## src/rtl/bcd_accum_pkg.sv

```systemverilog
// Package: shared widths, operation codes and flag layout for the BCD accumulator.
// Assumes: the accumulator holds exactly two BCD digits.
package bcd_accum_pkg;
    localparam int DIGIT_W = 4;
    localparam int DIGITS  = 2;
    localparam int DATA_W  = DIGIT_W * DIGITS;
    localparam int OP_W    = 3;

    typedef enum logic [OP_W-1:0] {
        OP_ADD = 3'd0,
        OP_ADC = 3'd1,
        OP_SUB = 3'd2,
        OP_SBB = 3'd3,
        OP_ADJ = 3'd4
    } op_e;

    // Flag register, bit 5 down to bit 0.
    typedef struct packed {
        logic s;
        logic z;
        logic h;
        logic pv;
        logic n;
        logic c;
    } flags_t;

    localparam int FLAG_W = $bits(flags_t);
endpackage

```

## src/rtl/bcd_bin_alu.sv

```systemverilog
// Module: binary add/subtract with optional carry-in.
// It produces the result, the carry/borrow out of the top bit and out of the low
// nibble, and the signed overflow. Assumes: sub=1 means a - b - cin.
module bcd_bin_alu
    import bcd_accum_pkg::*;
(
    input  logic [DATA_W-1:0] a,
    input  logic [DATA_W-1:0] b,
    input  logic              cin,
    input  logic              use_cin,
    input  logic              sub,
    output logic [DATA_W-1:0] res,
    output logic              c_out,
    output logic              h_out,
    output logic              v_out
);
    logic              cin_eff;
    logic [DATA_W:0]   full;
    logic [DIGIT_W:0]  low;
    logic [DATA_W:0]   cin_full;
    logic [DIGIT_W:0]  cin_low;

    assign cin_eff  = use_cin & cin;
    assign cin_full = {{DATA_W{1'b0}}, cin_eff};
    assign cin_low  = {{DIGIT_W{1'b0}}, cin_eff};

    // Purpose: full-width and low-nibble arithmetic; the extra top bit is carry or borrow.
    always_comb begin
        if (sub) begin
            full = {1'b0, a} - {1'b0, b} - cin_full;
            low  = {1'b0, a[DIGIT_W-1:0]} - {1'b0, b[DIGIT_W-1:0]} - cin_low;
        end else begin
            full = {1'b0, a} + {1'b0, b} + cin_full;
            low  = {1'b0, a[DIGIT_W-1:0]} + {1'b0, b[DIGIT_W-1:0]} + cin_low;
        end
    end

    assign res   = full[DATA_W-1:0];
    assign c_out = full[DATA_W];
    assign h_out = low[DIGIT_W];

    // Purpose: signed overflow from the operand and result sign bits.
    always_comb begin
        if (sub)
            v_out = (a[DATA_W-1] ^ b[DATA_W-1]) & (res[DATA_W-1] ^ a[DATA_W-1]);
        else
            v_out = ~(a[DATA_W-1] ^ b[DATA_W-1]) & (res[DATA_W-1] ^ a[DATA_W-1]);
    end
endmodule

```

## src/rtl/bcd_adjust.sv

```systemverilog
// Module: decimal correction of the accumulator.
// It picks a per-digit correction of 6 from the flags and the digit ranges, then adds
// it (after an add) or subtracts it (after a subtract).
// Assumes: two digits; the flags come from the previous arithmetic operation.
module bcd_adjust
    import bcd_accum_pkg::*;
(
    input  logic [DATA_W-1:0] acc_in,
    input  logic              n_in,
    input  logic              h_in,
    input  logic              c_in,
    output logic [DATA_W-1:0] res,
    output logic              c_out,
    output logic              h_out
);
    localparam logic [DIGIT_W-1:0] DIGIT_MAX = 4'd9;
    localparam logic [DIGIT_W-1:0] FIX       = 4'd6;
    localparam logic [DATA_W-1:0]  BYTE_MAX  = 8'h99;

    logic [DIGITS-1:0]       fix_en;
    logic [DATA_W-1:0]       corr;
    logic [DIGIT_W:0]        low_sum;

    // Purpose: low-digit fix when half-carry is set or the digit is out of range.
    assign fix_en[0] = h_in | (acc_in[DIGIT_W-1:0] > DIGIT_MAX);
    // Purpose: high-digit fix when carry is set or the byte is beyond 99.
    assign fix_en[1] = c_in | (acc_in > BYTE_MAX);

    // One correction nibble for each digit.
    for (genvar g = 0; g < DIGITS; g++) begin : g_corr
        assign corr[g*DIGIT_W +: DIGIT_W] = fix_en[g] ? FIX : '0;
    end

    // Purpose: apply the correction in the direction set by the subtract flag.
    always_comb begin
        if (n_in) begin
            res     = acc_in - corr;
            low_sum = {1'b0, acc_in[DIGIT_W-1:0]} - {1'b0, corr[DIGIT_W-1:0]};
        end else begin
            res     = acc_in + corr;
            low_sum = {1'b0, acc_in[DIGIT_W-1:0]} + {1'b0, corr[DIGIT_W-1:0]};
        end
    end

    assign h_out = low_sum[DIGIT_W];
    assign c_out = fix_en[1];
endmodule

```

## src/rtl/bcd_accum_unit.sv

```systemverilog
// Module: top of the BCD accumulator. It registers the accumulator and flags and
// picks the next state from the binary ALU or the decimal adjuster.
// Assumes: at most one operation per clock, qualified by start.
module bcd_accum_unit
    import bcd_accum_pkg::*;
(
    input  logic              clk,
    input  logic              rst_n,
    input  logic              start,
    input  logic [OP_W-1:0]   op,
    input  logic [DATA_W-1:0] operand,
    output logic [DATA_W-1:0] acc,
    output logic [FLAG_W-1:0] flags
);
    logic [DATA_W-1:0] acc_q, acc_d;
    flags_t            fl_q, fl_d;

    logic              is_sub, is_cin;
    logic [DATA_W-1:0] alu_res, adj_res;
    logic              alu_c, alu_h, alu_v, adj_c, adj_h;

    assign is_sub = (op == OP_SUB) || (op == OP_SBB);
    assign is_cin = (op == OP_ADC) || (op == OP_SBB);

    bcd_bin_alu u_alu (
        .a       (acc_q),
        .b       (operand),
        .cin     (fl_q.c),
        .use_cin (is_cin),
        .sub     (is_sub),
        .res     (alu_res),
        .c_out   (alu_c),
        .h_out   (alu_h),
        .v_out   (alu_v)
    );

    bcd_adjust u_adj (
        .acc_in (acc_q),
        .n_in   (fl_q.n),
        .h_in   (fl_q.h),
        .c_in   (fl_q.c),
        .res    (adj_res),
        .c_out  (adj_c),
        .h_out  (adj_h)
    );

    // Purpose: pick the next accumulator and flags for the requested operation.
    always_comb begin
        acc_d = acc_q;
        fl_d  = fl_q;
        if (start) begin
            case (op)
                OP_ADD, OP_ADC, OP_SUB, OP_SBB: begin
                    acc_d   = alu_res;
                    fl_d.s  = alu_res[DATA_W-1];
                    fl_d.z  = (alu_res == '0);
                    fl_d.h  = alu_h;
                    fl_d.pv = alu_v;
                    fl_d.n  = is_sub;
                    fl_d.c  = alu_c;
                end
                OP_ADJ: begin
                    acc_d   = adj_res;
                    fl_d.s  = adj_res[DATA_W-1];
                    fl_d.z  = (adj_res == '0);
                    fl_d.h  = adj_h;
                    fl_d.pv = ~^adj_res;
                    fl_d.c  = adj_c;
                end
                default: ;
            endcase
        end
    end

    // Purpose: state registers with synchronous active-low reset.
    always_ff @(posedge clk) begin
        if (!rst_n) begin
            acc_q <= '0;
            fl_q  <= '0;
        end else begin
            acc_q <= acc_d;
            fl_q  <= fl_d;
        end
    end

    assign acc   = acc_q;
    assign flags = fl_q;
endmodule

```

## config.mk

```make
export PLATFORM = sky130hd
export DESIGN_NAME = bcd_accum_unit
export DESIGN_NICKNAME = d
export VERILOG_FILES = /design/src/rtl/bcd_accum_pkg.sv /design/src/rtl/bcd_bin_alu.sv /design/src/rtl/bcd_adjust.sv /design/src/rtl/bcd_accum_unit.sv
export SDC_FILE = /design/constraint.sdc
export NUM_CORES = 1
export LEC_CHECK = 0
export BUFFER_PORTS_ARGS = -buffer_cell sky130_fd_sc_hd__buf_4
export CORE_MARGIN = 3
export CORE_UTILIZATION = 40
export CTS_CLUSTER_SIZE = 24
export DETAILED_ROUTE_END_ITERATION = 8
export GPL_TIMING_DRIVEN = 0
export MAX_ROUTING_LAYER = met4
export PLACE_DENSITY = 0.58
export SYNTH_ARGS = -nofsm -noshare
export SYNTH_HDL_FRONTEND = slang
export SYNTH_SLANG_ARGS = --single-unit
```

## constraint.sdc

```tcl
create_clock -name clk -period 8.95 [get_ports clk]
set_input_delay 1.79 -clock clk [delete_from_list [all_inputs] [get_ports clk]]
set_output_delay 1.79 -clock clk [all_outputs]
set_load 0.01 [all_outputs]
```

## Word-level counts from Yosys, hierarchy flattened

Index checks and enable logic that the tools add are counted.

- Memory bits (writable): 0
- Word-level logic and storage cells: 53
- Memories kept: 0
- ROM bits: 0
- Input port bits: 14
- Bits in latches: 0
- Bits in registers: 14
- Output and inout bits: 14

- Mux-type cells: 10
- Multipliers: 0
- Magnitude comparators: 2
- Bitwise gates (word level): 8
- Shift-type cells: 0
- Divide/modulo/power cells: 0
- Reduce and logical (&&, ||, !) cells: 10
- Equality and inequality tests: 4
- $add $sub $neg: 12

Operators with widths:

| operator | count |
|---|---|
| $logic_not A8 Y1 | 2 |
| $pmux W8 S2 | 1 |
| $add A4 B4 Y5 | 2 |
| $mux W5 | 2 |
| $sub A4 B4 Y5 | 2 |
| $add A8 B8 Y9 | 1 |
| $add A9 B1 Y9 | 1 |
| $mux W9 | 1 |
| $sub A8 B8 Y9 | 1 |
| $sub A9 B1 Y9 | 1 |
| $add A8 B8 Y8 | 1 |
| $gt A8 B8 Y1 const B | 1 |
| $mux W8 | 1 |
| $pmux W4 S2 | 1 |
| $reduce_xnor A8 Y1 | 1 |
| $sub A8 B8 Y8 | 1 |
| $eq A3 B2 Y1 const B | 2 |
| $mux W3 | 2 |
| $add A5 B1 Y5 | 1 |
| $sub A5 B1 Y5 | 1 |
| $gt A4 B4 Y1 const B | 1 |
| $reduce_and A2 Y1 | 2 |
| $reduce_or A4 Y1 | 1 |
| $and A1 B1 Y1 | 3 |
| other kinds (10) | 13 |

## Depth between registers and ports, before layout

- Depth in word-level cells: 9
- Mapped depth: 15
- Depth with buffers taken out: 15

## Modules after synthesis

Synthesis repeated with hierarchy kept, for this count alone.

- Cell total of the unflattened synthesis: 283
- Area total of the unflattened synthesis: 2127.0 µm²

By module, submodules not included:

| module | area each (µm²) | times used | cells each | seq. area each (µm²) |
|---|---|---|---|---|
| bcd_bin_alu | 978.4 | 1 | 135 | 0.0 |
| bcd_accum_unit | 743.2 | 1 | 95 | 260.2 |
| bcd_adjust | 405.4 | 1 | 53 | 0.0 |

## Worst setup path before layout

Ideal clock, no wire load.

- Path type: input to register
- Start: input op[0]
- End: register fl_q, in the netlist flags[4]
- Required time: 8.854 ns
- Stages: 10
- Slack: 4.646 ns
- Arrival: 4.209 ns
- Library setup time: 0.096 ns
- Path through: nand2_1 or2_2 fa_1 fa_1 nand2b_4 a21oi_2 xor2_1 mux2i_1 or4_4 o41ai_2

- Word-level cells in the longest chain between the ends: 7
- Elaborated cells between the ends (all ways): 16
- Those cells by class: add/sub: 2; eq/ne: 4; mux: 2; bitwise: 1; reduce/logical: 7

RTL lines:

| element | line | source |
|---|---|---|
| from (decl) | bcd_accum_unit.sv:10 | `input logic [OP_W-1:0] op,` |
| $eq A3 B1 Y1 or $eq A3 B2 Y1 (tied branches) | bcd_accum_unit.sv:23, bcd_accum_unit.sv:52, bcd_accum_unit.sv:22 |  |
| $logic_or A1 B1 Y1 | bcd_accum_unit.sv:23 | `assign is_cin = (op == OP_ADC) \|\| (op == OP_SBB);` |
| $and A1 B1 Y1 | bcd_bin_alu.sv:23 | `assign cin_eff = use_cin & cin;` |
| $add A9 B1 Y9 or $sub A9 B1 Y9 (tied branches) | bcd_bin_alu.sv:33, bcd_bin_alu.sv:30 |  |
| $mux W9 | bcd_bin_alu.sv:29 | `if (sub) begin` |
| $logic_not A8 Y1 | bcd_accum_unit.sv:56 | `fl_d.z = (alu_res == '0);` |
| $pmux W4 S2 | bcd_accum_unit.sv:52 | `case (op)` |
| to (signal assigned) | bcd_accum_unit.sv:82 | `fl_q <= fl_d;` |
| to (decl) | bcd_accum_unit.sv:16 | `flags_t fl_q, fl_d;` |

Parallel ways exist; a longest one is shown, timed or not.
A chain may end at the register's enable or synchronous reset.

## Worst setup path in the final report

- Start: input op[2]
- End: register acc_q[6], in the netlist acc[6]

- Word-level cells in the longest chain between the ends: 6
- Elaborated cells between the ends (all ways): 15
- Those cells by class: add/sub: 2; eq/ne: 4; mux: 2; bitwise: 1; reduce/logical: 6

RTL lines:

| element | line | source |
|---|---|---|
| $eq A3 B1 Y1 or $eq A3 B2 Y1 (tied branches) | bcd_accum_unit.sv:23, bcd_accum_unit.sv:52, bcd_accum_unit.sv:22 |  |
| $logic_or A1 B1 Y1 | bcd_accum_unit.sv:23 |  |
| $and A1 B1 Y1 | bcd_bin_alu.sv:23 |  |
| $add A9 B1 Y9 or $sub A9 B1 Y9 (tied branches) | bcd_bin_alu.sv:33, bcd_bin_alu.sv:30 |  |
| $mux W9 | bcd_bin_alu.sv:29 |  |
| $pmux W8 S2 | bcd_accum_unit.sv:52 |  |
| to (signal assigned) | bcd_accum_unit.sv:78 | `acc_q <= '0;` |
| to (signal assigned) | bcd_accum_unit.sv:81 | `acc_q <= acc_d;` |
| to (decl) | bcd_accum_unit.sv:15 | `logic [DATA_W-1:0] acc_q, acc_d;` |

Parallel ways exist; a longest one is shown, timed or not.

==> impl_results.md <==
- Status: complete, no violations
- Number of remaining DRC errors: 0
- Syn Inst Count: 280
- Register area: 260 µm²
- Number of max-cap violations: 0
- Number of port buffers: 27
- Drt pass-1 iters: 5
- Post-synthesis register bit count: 13
- Avg Vias per Cell: 5.42
- Clock Latency Late Sink: 0.25 ns
- Final Skew: 0.00478 ns
- Global route total overflow: 0
- Std-Cell Rows: 26
- Switching Share: 0.449
- Fin util: 0.486
- Clk pwr share: 0.133
- Period utilisation layout: 0.492
- Top cells by count, synth: ha_1, inv_1, nor2_1, nand2_1, a21oi_1
- DR vias: 2064
- Iteration-0 DRC Markers: 174
- Clk slew on worst S/H paths: 0.06 ns
- R2r startpoint: acc[1]$_SDFFE_PN0P_
- Share of cells above drive strength 1: 0.177
- Post-layout min period: 4.40 ns
- Die width: 80.0 µm
- Clock sink count: 13
- Nets: 364
- Die Area: 6400 µm²
- Yosys cell types: 60
- First-pass GRT wire length: 9.55 mm
- F_max: 0.227 GHz
- Yosys warning count: 0
- TNS Setup: 0 ns
- CTS buffer count: 3
- Unrepaired setup endpoints after global routing: no
- Async set or reset register ratio after synthesis: 0
- Critical Path RT: 9.09 ns
- Clock Path Buffers: 2
- Max transition margin: 0.561
- Hold Path Origin: flags[3]$_SDFFE_PN0P_
- Final setup viols: 0
- Top-count cell post-synth: ha_1
- Largest net degree at the start of global routing: 11
- Final Slew Violations: 0
- H-tree depth: 1
- Routability congestion estimate: 0.903
- DP Area: 2480 µm²
- Post-CTS resize count: 0
- Number of fill cells: 533
- CP Capture Type: flop
- RR Endpoint: flags[2]$_SDFFE_PN0P_
- Clock root buffer: clkbuf_8
- Post-DP HPWL: 4.72 mm
- Final Routed Wirelength: 5.71 mm
- Initial antenna violation count: 0
- # IOs: 28
- Ys flop type: dfxtp_1
- Total GRT Usage: 0.192
- WL per Instance: 15.0 µm
- Die Span Y: 80.0 µm
- EDFF count, synth: 0
- Hold crit path type: reg -> reg
- Hold depth: 2
- CTS tree: done
- Part of the power in combinational logic: 0.688
- P per Cell Area: 160 nW/µm²
- Starting Density: 0.421
- Vias in the first global route: 1965
- DP Cell Count: 377
- ANT cells: 0
- Worst min-delay path endpoint: flags[3]$_SDFFE_PN0P_
- Sequential Power Share: 0.178
- Synth top area cells: ha_1, dfxtp_1, xnor2_1, inv_1, a21oi_1
- Seq/Total Area, Yosys: 0.119
- Syn_area_per_cell: 7.83 µm²
- Synthesis-to-finish area growth: 15.3%
- Leakage: 0.00116 µW
- Setup Crit Path Kind: in -> reg
- Final Cell Area: 2530 µm²
- Final std cells w/o fill: 381
- Flop2flop setup slack: 5.36 ns
- Hold Vio Cnt, Final: 0
- Post-CTS Hold Buffers: 0
- Worst slew pin tran: 0.653 ns
- Post-synth net total: 332
- Multi-input gate area: 1730 µm²
- Area leader, netlist: ha_1
- Sw power: 182 µW
- Crit path launch: op[2]
- Critical Path Start Type: primary input
- Antenna-violating nets left: 0
- CP max FO: 8
- R2r worst-path depth: 14
- Int Power: 223 µW
- Post-CTS Setup Inserts: 0
- Mapped cell area: 2190 µm²
- Arrival @ worst endpoint: 4.54 ns
- Synth top area share: 0.194
- Maximum vdd drop: 0.0000805 V
- Hold Worst Slack: 0.493 ns
- Core area: 5200 µm²
[stage by stage]
step	total power (µW)	worst slack [ns]
2_1_floorplan	287	4.65
3_3_place_gp	347	4.30
3_5_place_dp	350	4.29
4_1_cts	405	4.54
5_1_grt	448	4.39
6_report	406	4.55
[registers in the layout, summed over array words and instances, names as in the netlist]
signal  count
flags       5
acc         8
[power by group through the flow]
stage	logic (µW)	registers, µW	clock network, µW
2_1_floorplan	214	72.6	0
3_3_place_gp	273	73.6	0
3_5_place_dp	276	73.8	0
4_1_cts	278	72.6	54.5
5_1_grt	316	73.2	59.0
6_report	279	72.3	54.0
[logic make-up after synthesis]
| group | share of synthesized area |
|---|---|
| adders and majority gates | 0.231 |
| and+or+nand+nor | 0.195 |
| muxes | 0.0331 |
| buffers and inverters | 0.0930 |
| DFF | 0.119 |
| xor gates and xnor gates | 0.0719 |
| AOI/OAI and AO/OA | 0.257 |
[critical path, cell delays in order]
cell       delay, ns
buf_4           0.13
or2_2           0.34
fa_1            0.42
fa_1            0.45
nand2b_4        0.18
a2111oi_2       0.47
nor2_1          0.11
xnor2_1         0.15
mux2i_1         0.15
a311o_1         0.33
[how the worst max path moves through the flow]
stage	end	slack, ns	depth (start not counted)
final	acc[6]$_SDFFE_PN0P_	4.55	10
after global routing	acc[6]$_SDFFE_PN0P_	4.39	10
after CTS	acc[6]$_SDFFE_PN0P_	4.54	10
after detailed placement	acc[6]$_SDFFE_PN0P_	4.29	10
after global placement	acc[6]$_SDFFE_PN0P_	4.30	10
after floorplan	flags[4]$_SDFFE_PN0P_	4.65	10
[layout make-up]
type	instances	share of cell area
Buffer	14	0.0347
Clock buffer	4	0.0178
Inverter	31	0.0460
Multi-Input combinational cell	222	0.684
Sequential cell	13	0.103
Tap cell	70	0.0347
Timing Repair Buffer	27	0.0802
[placed cells by master (no fill, tap or decap), drive strengths merged, types with 6 or more instances in the layout]
master  count
buf        35
ha         34
inv        31
nor2       20
o21ai      20
nand2      19
a21oi      19
xnor2      15
dfxtp      13
clkbuf     10
nor3        8
a211oi      7
nor2b       6
mux2i       6
[metal layers]
layer / GRT usage / vias to the layer above / wire length [µm]
li1: - / 1055 / -
met1: 0.263 / 951 / 2820
met2: 0.305 / 53 / 2590
met3: 0.0316 / 5 / 247
met4: 0.0220 / 0 / 44
met5: - / - / 0
(Power assumes the default switching activity.)
